**src/rtl/irq_arb_pkg.sv**
```systemverilog
package irq_arb_pkg;
   typedef enum logic [2:0] {
      K_NONE   = 3'd0,
      K_IRQ    = 3'd1,
      K_XFER   = 3'd2,
      K_SWTRAP = 3'd3,
      K_HWTRAP = 3'd4,
      K_NMI    = 3'd5
   } req_kind_e;
endpackage

```
**src/rtl/irq_node_regs.sv**
```systemverilog
module irq_node_regs #(
   parameter int N_NODES = 56,
   parameter int PRIO_W  = 4,
   localparam int IW     = $clog2(N_NODES)
) (
   input  logic                      clk,
   input  logic                      rst_n,
   input  logic [N_NODES-1:0]        set_req,
   input  logic                      cfg_we,
   input  logic [IW-1:0]             cfg_sel,
   input  logic                      cfg_flag,
   input  logic                      cfg_en,
   input  logic [PRIO_W-1:0]         cfg_prio,
   input  logic                      clr_valid,
   input  logic [IW-1:0]             clr_sel,
   output logic [N_NODES-1:0]        flag_o,
   output logic [N_NODES-1:0]        en_o,
   output logic [N_NODES*PRIO_W-1:0] prio_o
);
   if (N_NODES < 2) begin : g_bad_nodes
      $error("irq_node_regs: N_NODES must be at least 2");
   end
   if (PRIO_W < 2) begin : g_bad_prio
      $error("irq_node_regs: PRIO_W must be at least 2");
   end

   for (genvar g = 0; g < N_NODES; g++) begin : g_node
      localparam logic [IW-1:0] MY_ID = IW'(g);
      logic wr_hit, clr_hit;
      logic [PRIO_W-1:0] prio_q;

      assign wr_hit  = cfg_we && (cfg_sel == MY_ID);
      assign clr_hit = clr_valid && (clr_sel == MY_ID);

      always_ff @(posedge clk or negedge rst_n) begin
         if (!rst_n) begin
            flag_o[g] <= 1'b0;
            en_o[g]   <= 1'b0;
            prio_q    <= '0;
         end else begin
            if (set_req[g])   flag_o[g] <= 1'b1;
            else if (wr_hit)  flag_o[g] <= cfg_flag;
            else if (clr_hit) flag_o[g] <= 1'b0;
            if (wr_hit) begin
               en_o[g] <= cfg_en;
               prio_q  <= cfg_prio;
            end
         end
      end
      assign prio_o[g*PRIO_W +: PRIO_W] = prio_q;

      AST_SET_DOMINATES: assert property (@(posedge clk) disable iff (!rst_n)
         set_req[g] |=> flag_o[g]);
      AST_ACK_CLEARS: assert property (@(posedge clk) disable iff (!rst_n)
         (clr_hit && !set_req[g] && !wr_hit) |=> !flag_o[g]);
   end
endmodule

```
**src/rtl/irq_prio_tree.sv**
```systemverilog
module irq_prio_tree #(
   parameter int N_NODES = 56,
   parameter int PRIO_W  = 4,
   localparam int IW     = $clog2(N_NODES),
   localparam int LEAVES = 1 << IW
) (
   input  logic [N_NODES-1:0]        elig,
   input  logic [N_NODES*PRIO_W-1:0] prio,
   output logic                      any_o,
   output logic [IW-1:0]             idx_o,
   output logic [PRIO_W-1:0]         prio_o
);
   // Heap-ordered tree: node k combines children 2k (lower indices) and 2k+1.
   logic [2*LEAVES-1:0]             t_v;
   logic [2*LEAVES-1:0][PRIO_W-1:0] t_p;
   logic [2*LEAVES-1:0][IW-1:0]     t_i;

   assign t_v[0] = 1'b0;
   assign t_p[0] = '0;
   assign t_i[0] = '0;

   for (genvar j = 0; j < LEAVES; j++) begin : g_leaf
      if (j < N_NODES) begin : g_real
         assign t_v[LEAVES+j] = elig[j];
         assign t_p[LEAVES+j] = prio[j*PRIO_W +: PRIO_W];
      end else begin : g_pad
         assign t_v[LEAVES+j] = 1'b0;
         assign t_p[LEAVES+j] = '0;
      end
      assign t_i[LEAVES+j] = IW'(j);
   end

   for (genvar k = 1; k < LEAVES; k++) begin : g_cmp
      logic take_r;
      // right side wins only on strictly higher priority: ties go to lower index
      assign take_r = t_v[2*k+1] && (!t_v[2*k] || (t_p[2*k+1] > t_p[2*k]));
      assign t_v[k] = t_v[2*k] | t_v[2*k+1];
      assign t_p[k] = take_r ? t_p[2*k+1] : t_p[2*k];
      assign t_i[k] = take_r ? t_i[2*k+1] : t_i[2*k];
   end

   assign any_o  = t_v[1];
   assign idx_o  = t_i[1];
   assign prio_o = t_p[1];
endmodule

```
**src/rtl/irq_trap_sel.sv**
```systemverilog
module irq_trap_sel
   import irq_arb_pkg::*;
#(
   parameter int VEC_W        = 8,
   parameter int HWT_N        = 4,
   parameter int NMI_VEC      = 2,
   parameter int HWT_VEC_BASE = 4
) (
   input  logic             nmi,
   input  logic [HWT_N-1:0] hw_trap,
   input  logic             sw_trap,
   input  logic [VEC_W-1:0] sw_vec,
   input  logic             irq_any,
   input  logic             irq_xfer,
   input  logic [VEC_W-1:0] irq_vec,
   output req_kind_e        kind_o,
   output logic [VEC_W-1:0] vec_o
);
   if (HWT_VEC_BASE + HWT_N > (1 << VEC_W)) begin : g_bad_hwt
      $error("irq_trap_sel: hardware trap vectors exceed VEC_W");
   end

   always_comb begin
      kind_o = K_NONE;
      vec_o  = '0;
      if (irq_any) begin
         kind_o = irq_xfer ? K_XFER : K_IRQ;
         vec_o  = irq_vec;
      end
      if (sw_trap) begin
         kind_o = K_SWTRAP;
         vec_o  = sw_vec;
      end
      // scan downward so the lowest set line is the last one written
      for (int t = HWT_N - 1; t >= 0; t--) begin
         if (hw_trap[t]) begin
            kind_o = K_HWTRAP;
            vec_o  = VEC_W'(HWT_VEC_BASE + t);
         end
      end
      if (nmi) begin
         kind_o = K_NMI;
         vec_o  = VEC_W'(NMI_VEC);
      end
   end
endmodule

```
**src/rtl/irq_prio_arbiter.sv**
```systemverilog
module irq_prio_arbiter
   import irq_arb_pkg::*;
#(
   parameter int N_NODES       = 56,
   parameter int PRIO_W        = 4,
   parameter int VEC_W         = 8,
   parameter int XFER_LEVELS   = 2,
   parameter int HWT_N         = 4,
   parameter int NODE_VEC_BASE = 32,
   parameter int NMI_VEC       = 2,
   parameter int HWT_VEC_BASE  = 4,
   localparam int IW           = $clog2(N_NODES),
   localparam int XFER_MIN     = (1 << PRIO_W) - XFER_LEVELS
) (
   input  logic               clk,
   input  logic               rst_n,
   input  logic [N_NODES-1:0] set_req,
   input  logic               cfg_we,
   input  logic [IW-1:0]      cfg_sel,
   input  logic               cfg_flag,
   input  logic               cfg_en,
   input  logic [PRIO_W-1:0]  cfg_prio,
   input  logic [PRIO_W-1:0]  cpu_level,
   input  logic               nmi,
   input  logic [HWT_N-1:0]   hw_trap,
   input  logic               sw_trap,
   input  logic [VEC_W-1:0]   sw_vec,
   input  logic               ack,
   output logic [2:0]         req_kind,
   output logic [IW-1:0]      win_node,
   output logic [VEC_W-1:0]   win_vec
);
   if (XFER_LEVELS < 0 || XFER_LEVELS >= (1 << PRIO_W)) begin : g_bad_xfer
      $error("irq_prio_arbiter: XFER_LEVELS out of range");
   end
   if (NODE_VEC_BASE + N_NODES > (1 << VEC_W)) begin : g_bad_vec
      $error("irq_prio_arbiter: node vectors exceed VEC_W");
   end

   logic [N_NODES-1:0]        flag, en, elig;
   logic [N_NODES*PRIO_W-1:0] prio;
   logic                      any_w, xfer_w, clr_w;
   logic [IW-1:0]             idx_w;
   logic [PRIO_W-1:0]         prio_w;
   logic [VEC_W-1:0]          node_vec;
   req_kind_e                 kind;

   irq_node_regs #(.N_NODES(N_NODES), .PRIO_W(PRIO_W)) i_regs (
      .clk(clk), .rst_n(rst_n), .set_req(set_req),
      .cfg_we(cfg_we), .cfg_sel(cfg_sel), .cfg_flag(cfg_flag),
      .cfg_en(cfg_en), .cfg_prio(cfg_prio),
      .clr_valid(clr_w), .clr_sel(idx_w),
      .flag_o(flag), .en_o(en), .prio_o(prio)
   );

   for (genvar g = 0; g < N_NODES; g++) begin : g_elig
      assign elig[g] = flag[g] & en[g] & (prio[g*PRIO_W +: PRIO_W] > cpu_level);
   end

   irq_prio_tree #(.N_NODES(N_NODES), .PRIO_W(PRIO_W)) i_tree (
      .elig(elig), .prio(prio),
      .any_o(any_w), .idx_o(idx_w), .prio_o(prio_w)
   );

   assign xfer_w   = (XFER_LEVELS > 0) && (prio_w >= PRIO_W'(XFER_MIN));
   assign node_vec = VEC_W'(NODE_VEC_BASE) + VEC_W'(idx_w);

   irq_trap_sel #(.VEC_W(VEC_W), .HWT_N(HWT_N), .NMI_VEC(NMI_VEC),
                  .HWT_VEC_BASE(HWT_VEC_BASE)) i_trap (
      .nmi(nmi), .hw_trap(hw_trap), .sw_trap(sw_trap), .sw_vec(sw_vec),
      .irq_any(any_w), .irq_xfer(xfer_w), .irq_vec(node_vec),
      .kind_o(kind), .vec_o(win_vec)
   );

   assign clr_w    = ack && (kind == K_IRQ || kind == K_XFER);
   assign req_kind = kind;
   assign win_node = (kind == K_IRQ || kind == K_XFER) ? idx_w : '0;

   AST_NMI_FIRST: assert property (@(posedge clk) disable iff (!rst_n)
      nmi |-> (req_kind == 3'd5));
   AST_HW_OVER_MASKABLE: assert property (@(posedge clk) disable iff (!rst_n)
      (!nmi && (|hw_trap)) |-> (req_kind == 3'd4));
   AST_WIN_ABOVE_CPU: assert property (@(posedge clk) disable iff (!rst_n)
      (kind == K_IRQ || kind == K_XFER) |->
         (flag[win_node] && en[win_node] && prio_w > cpu_level));
   AST_XFER_BAND: assert property (@(posedge clk) disable iff (!rst_n)
      (kind == K_XFER) |-> (prio_w >= PRIO_W'(XFER_MIN)));
   AST_TRAP_ACK_NO_CLEAR: assert property (@(posedge clk) disable iff (!rst_n)
      (ack && (kind == K_SWTRAP || kind == K_HWTRAP || kind == K_NMI)
       && set_req == '0 && !cfg_we) |=> (flag == $past(flag)));
endmodule

```
**config.mk**
```make
export PLATFORM = sky130hd
export DESIGN_NAME = irq_prio_arbiter
export DESIGN_NICKNAME = d
export VERILOG_FILES = /design/src/rtl/irq_arb_pkg.sv /design/src/rtl/irq_node_regs.sv /design/src/rtl/irq_prio_tree.sv /design/src/rtl/irq_trap_sel.sv /design/src/rtl/irq_prio_arbiter.sv
export SDC_FILE = /design/constraint.sdc
export NUM_CORES = 1
export LEC_CHECK = 0
export BUFFER_PORTS_ARGS = -buffer_cell sky130_fd_sc_hd__buf_2
export CORE_ASPECT_RATIO = 0.75
export CORE_MARGIN = 8
export CORE_UTILIZATION = 50
export DETAILED_ROUTE_END_ITERATION = 8
export PLACE_DENSITY = 0.67
export SLEW_MARGIN = 30
export SYNTH_ARGS = -nofsm -noshare
export SYNTH_HDL_FRONTEND = slang
export SYNTH_HIERARCHICAL = 1
export SYNTH_SLANG_ARGS = --single-unit
```
**constraint.sdc**
```tcl
create_clock -name clk -period 25.8 [get_ports clk]
set_input_delay 5.16 -clock clk [delete_from_list [all_inputs] [get_ports clk]]
set_output_delay 5.16 -clock clk [all_outputs]
set_load 0.02 [all_outputs]
```
==> flow_metrics.py <==
metrics = {
    "logic_synthesis": {
        "syn_nets": 3542,
        "synth_area_per_cell_um2": 9.54,
        "synth_warnings": 6,
        "syn_area_um2": 28800,
        "synthesis.instances": 3024,
    },
    "clock_tree": {
        "cts_setup_buffers": 0,
        "cts_made_buffers": 40,
        "clockBufferDepth": 3,
        "cts_resized": 0,
        "root_buffer": "clkbuf_16",
        "cts_tree": "done",
        "clock_sinks": 336,
        "postCtsHoldBufs": 0,
        "insertion_delay_ns": 0.57,
        "path_clk_slew_ns": 0.06,
        "cts-htree-levels": 2,
    },
    "power_and_ir_drop": {
        "power_density_nw_per_um2": 74.4,
        "p_comb_frac": 0.475,
        "peakVddDrop_mv": 0.0720,
        "p_sw_mw": 0.985,
        "total_power_mw": 2.36,
        "power_frac_clock": 0.248,
        "p_leak_nw": 14.5,
        "seq_power_share": 0.277,
        "p_int_mw": 1.38,
        "swShare": 0.417,
    },
    "die": {
        "die_y_um": 224,
        "start_util": 0.504,
        "core-area_um2": 57200,
        "rows": 76,
        "dieWidth_um": 293,
        "io-pin-count": 107,
        "die_area_um2": 65700,
    },
    "route": {
        "drt_iter0_drc": 1957,
        "dr.pass1.iters": 6,
        "drc": 0,
        "wl_per_cell_um": 23.1,
        "routed_wl_um": 91200,
        "viasPerCell": 6.33,
        "dr_total_vias": 24959,
        "ant_nets": 0,
    },
    "place": {
        "pre_cts_slack_ns": 1.65,
        "place_area_um2": 30400,
        "dp_hpwl_um": 65700,
        "placed_cells": 3865,
        "gp_congestion": 0.958,
        "portBuffers": 106,
    },
    "critical_path": {
        "endpoint_kind": "output pin",
        "path_max_fanout": 23,
        "reg2reg_from": "i_regs/g_node[19].prio_q[1]",
        "critPathSlowestCell": "or4_1",
        "path_delay_family": "compound AO/OA/AOI/OAI gates",
        "r2r_end": "i_regs/flag_o[28]",
        "critPathArrivalTime_ns": 19.06,
        "critical_path_required_ns": 20.64,
        "cp-start-kind": "primary input",
        "cp_num_buf_inv": 6,
        "critical_path_class": "in -> out",
        "reg2reg_depth": 66,
        "r2r_slack_ns": 11.22,
        "slowest_delay_ns": 0.94,
    },
    "sta": {
        "slew_viol_final": 0,
        "min_period_ns": 24.22,
        "worst_slew_pin_slew_ns": 1.02,
        "timing.hold.ws_ns": 0.507,
        "timing_hold_violations_final": 0,
        "rsz0062_at_grt": "no",
        "setup_viol": 0,
        "fin_crit_sh": 0.939,
        "skew_ns": 0.0222,
        "fmax_ghz": 0.0413,
        "slew_headroom": 0.318,
        "tns_ns": 0,
        "layout_setup_ws_ns": 1.58,
    },
    "global_route": {
        "grt_first_pass_wirelength_um": 143000,
        "grt-ovfl-total": 0,
        "grt_pass1_vias": 25083,
        "grt_antenna_before_repair": 2,
        "grtUsageTotal": 0.271,
        "grt_max_degree": 160,
    },
    "layout": {
        "nFillCells": 5107,
        "syn_to_final_growth_pct": 10.1,
        "fin_cells": 3942,
        "design_area_um2": 31800,
        "drive_above_1_share": 0.192,
        "post-route-util": 0.555,
        "finalNetCount": 3646,
    },
    "worst_hold_path": {
        "worstHoldStart": "i_regs/en_o[23]",
        "hp-class": "reg -> reg",
        "whs_path_depth": 1,
        "holdPathEnd": "i_regs/en_o[23]",
    },
    "flow_run": {
        "drv_cap": 0,
    },
    "outcome": {
        "status": "complete, no violations",
    },
}
[power groups by stage]
stage / logic, mW / registers, mW / clock network (mW)
after CTS: 1.10 / 0.651 / 0.597
after global routing: 1.23 / 0.660 / 0.616
after global placement: 1.04 / 0.656 / 0
after detailed placement: 1.10 / 0.659 / 0
final: 1.12 / 0.653 / 0.586
after floorplan: 0.754 / 0.634 / 0
[flip-flops by register name (all words and copies together) (netlist names)]
signal                flops
i_regs/flag_o            56
i_regs/en_o              56
i_regs/g_node.prio_q    224
[area by class of cell]
| type | count | area (um^2) | area share |
|---|---|---|---|
| Inverter | 270 | 1010 | 0.0319 |
| Clock inverter | 17 | 185 | 0.00583 |
| Multi-Input combinational cell | 2345 | 19200 | 0.604 |
| Antenna cell | 3 | 7.51 | 0.000236 |
| Sequential cell | 336 | 8410 | 0.265 |
| Timing Repair Buffer | 135 | 825 | 0.0260 |
| Clock buffer | 56 | 1160 | 0.0366 |
| Tap cell | 780 | 976 | 0.0307 |
[layout by cell type, fill, tap and decap left out, types with 30 or more instances in the layout]
cell	n
a311o_1	40
buf_2	103
o21a_1	40
nand2b_1	30
dfrtp_1	336
a21oi_1	231
nand3_1	97
mux2i_1	93
ha_1	428
o211ai_1	69
mux2_2	300
nand4_1	79
nor2b_1	102
nand2_1	183
and3_1	52
nor2_1	126
o21ai_0	99
clkbuf_16	40
inv_1	266
[per-layer routing]
layer	routed length, um	up-vias	GRT usage
met2	40300	873	0.432
met3	6120	189	0.0432
met5	0	-	0
li1	-	11504	-
met1	41700	12393	0.375
met4	3040	0	0.0898
[worst max path at each step]
stage                            start          to  slack, ns  cells past startpoint
after global routing      cpu_level[0]  win_vec[0]       0.75                     59
final                     cpu_level[0]  win_vec[0]       1.58                     55
after detailed placement  cpu_level[0]  win_vec[0]       1.65                     60
after global placement    cpu_level[2]  win_vec[0]       2.31                     58
after floorplan           cpu_level[2]  win_vec[1]       3.68                     61
after CTS                 cpu_level[0]  win_vec[0]       1.60                     60
Power figures use the tool's default switching activity.
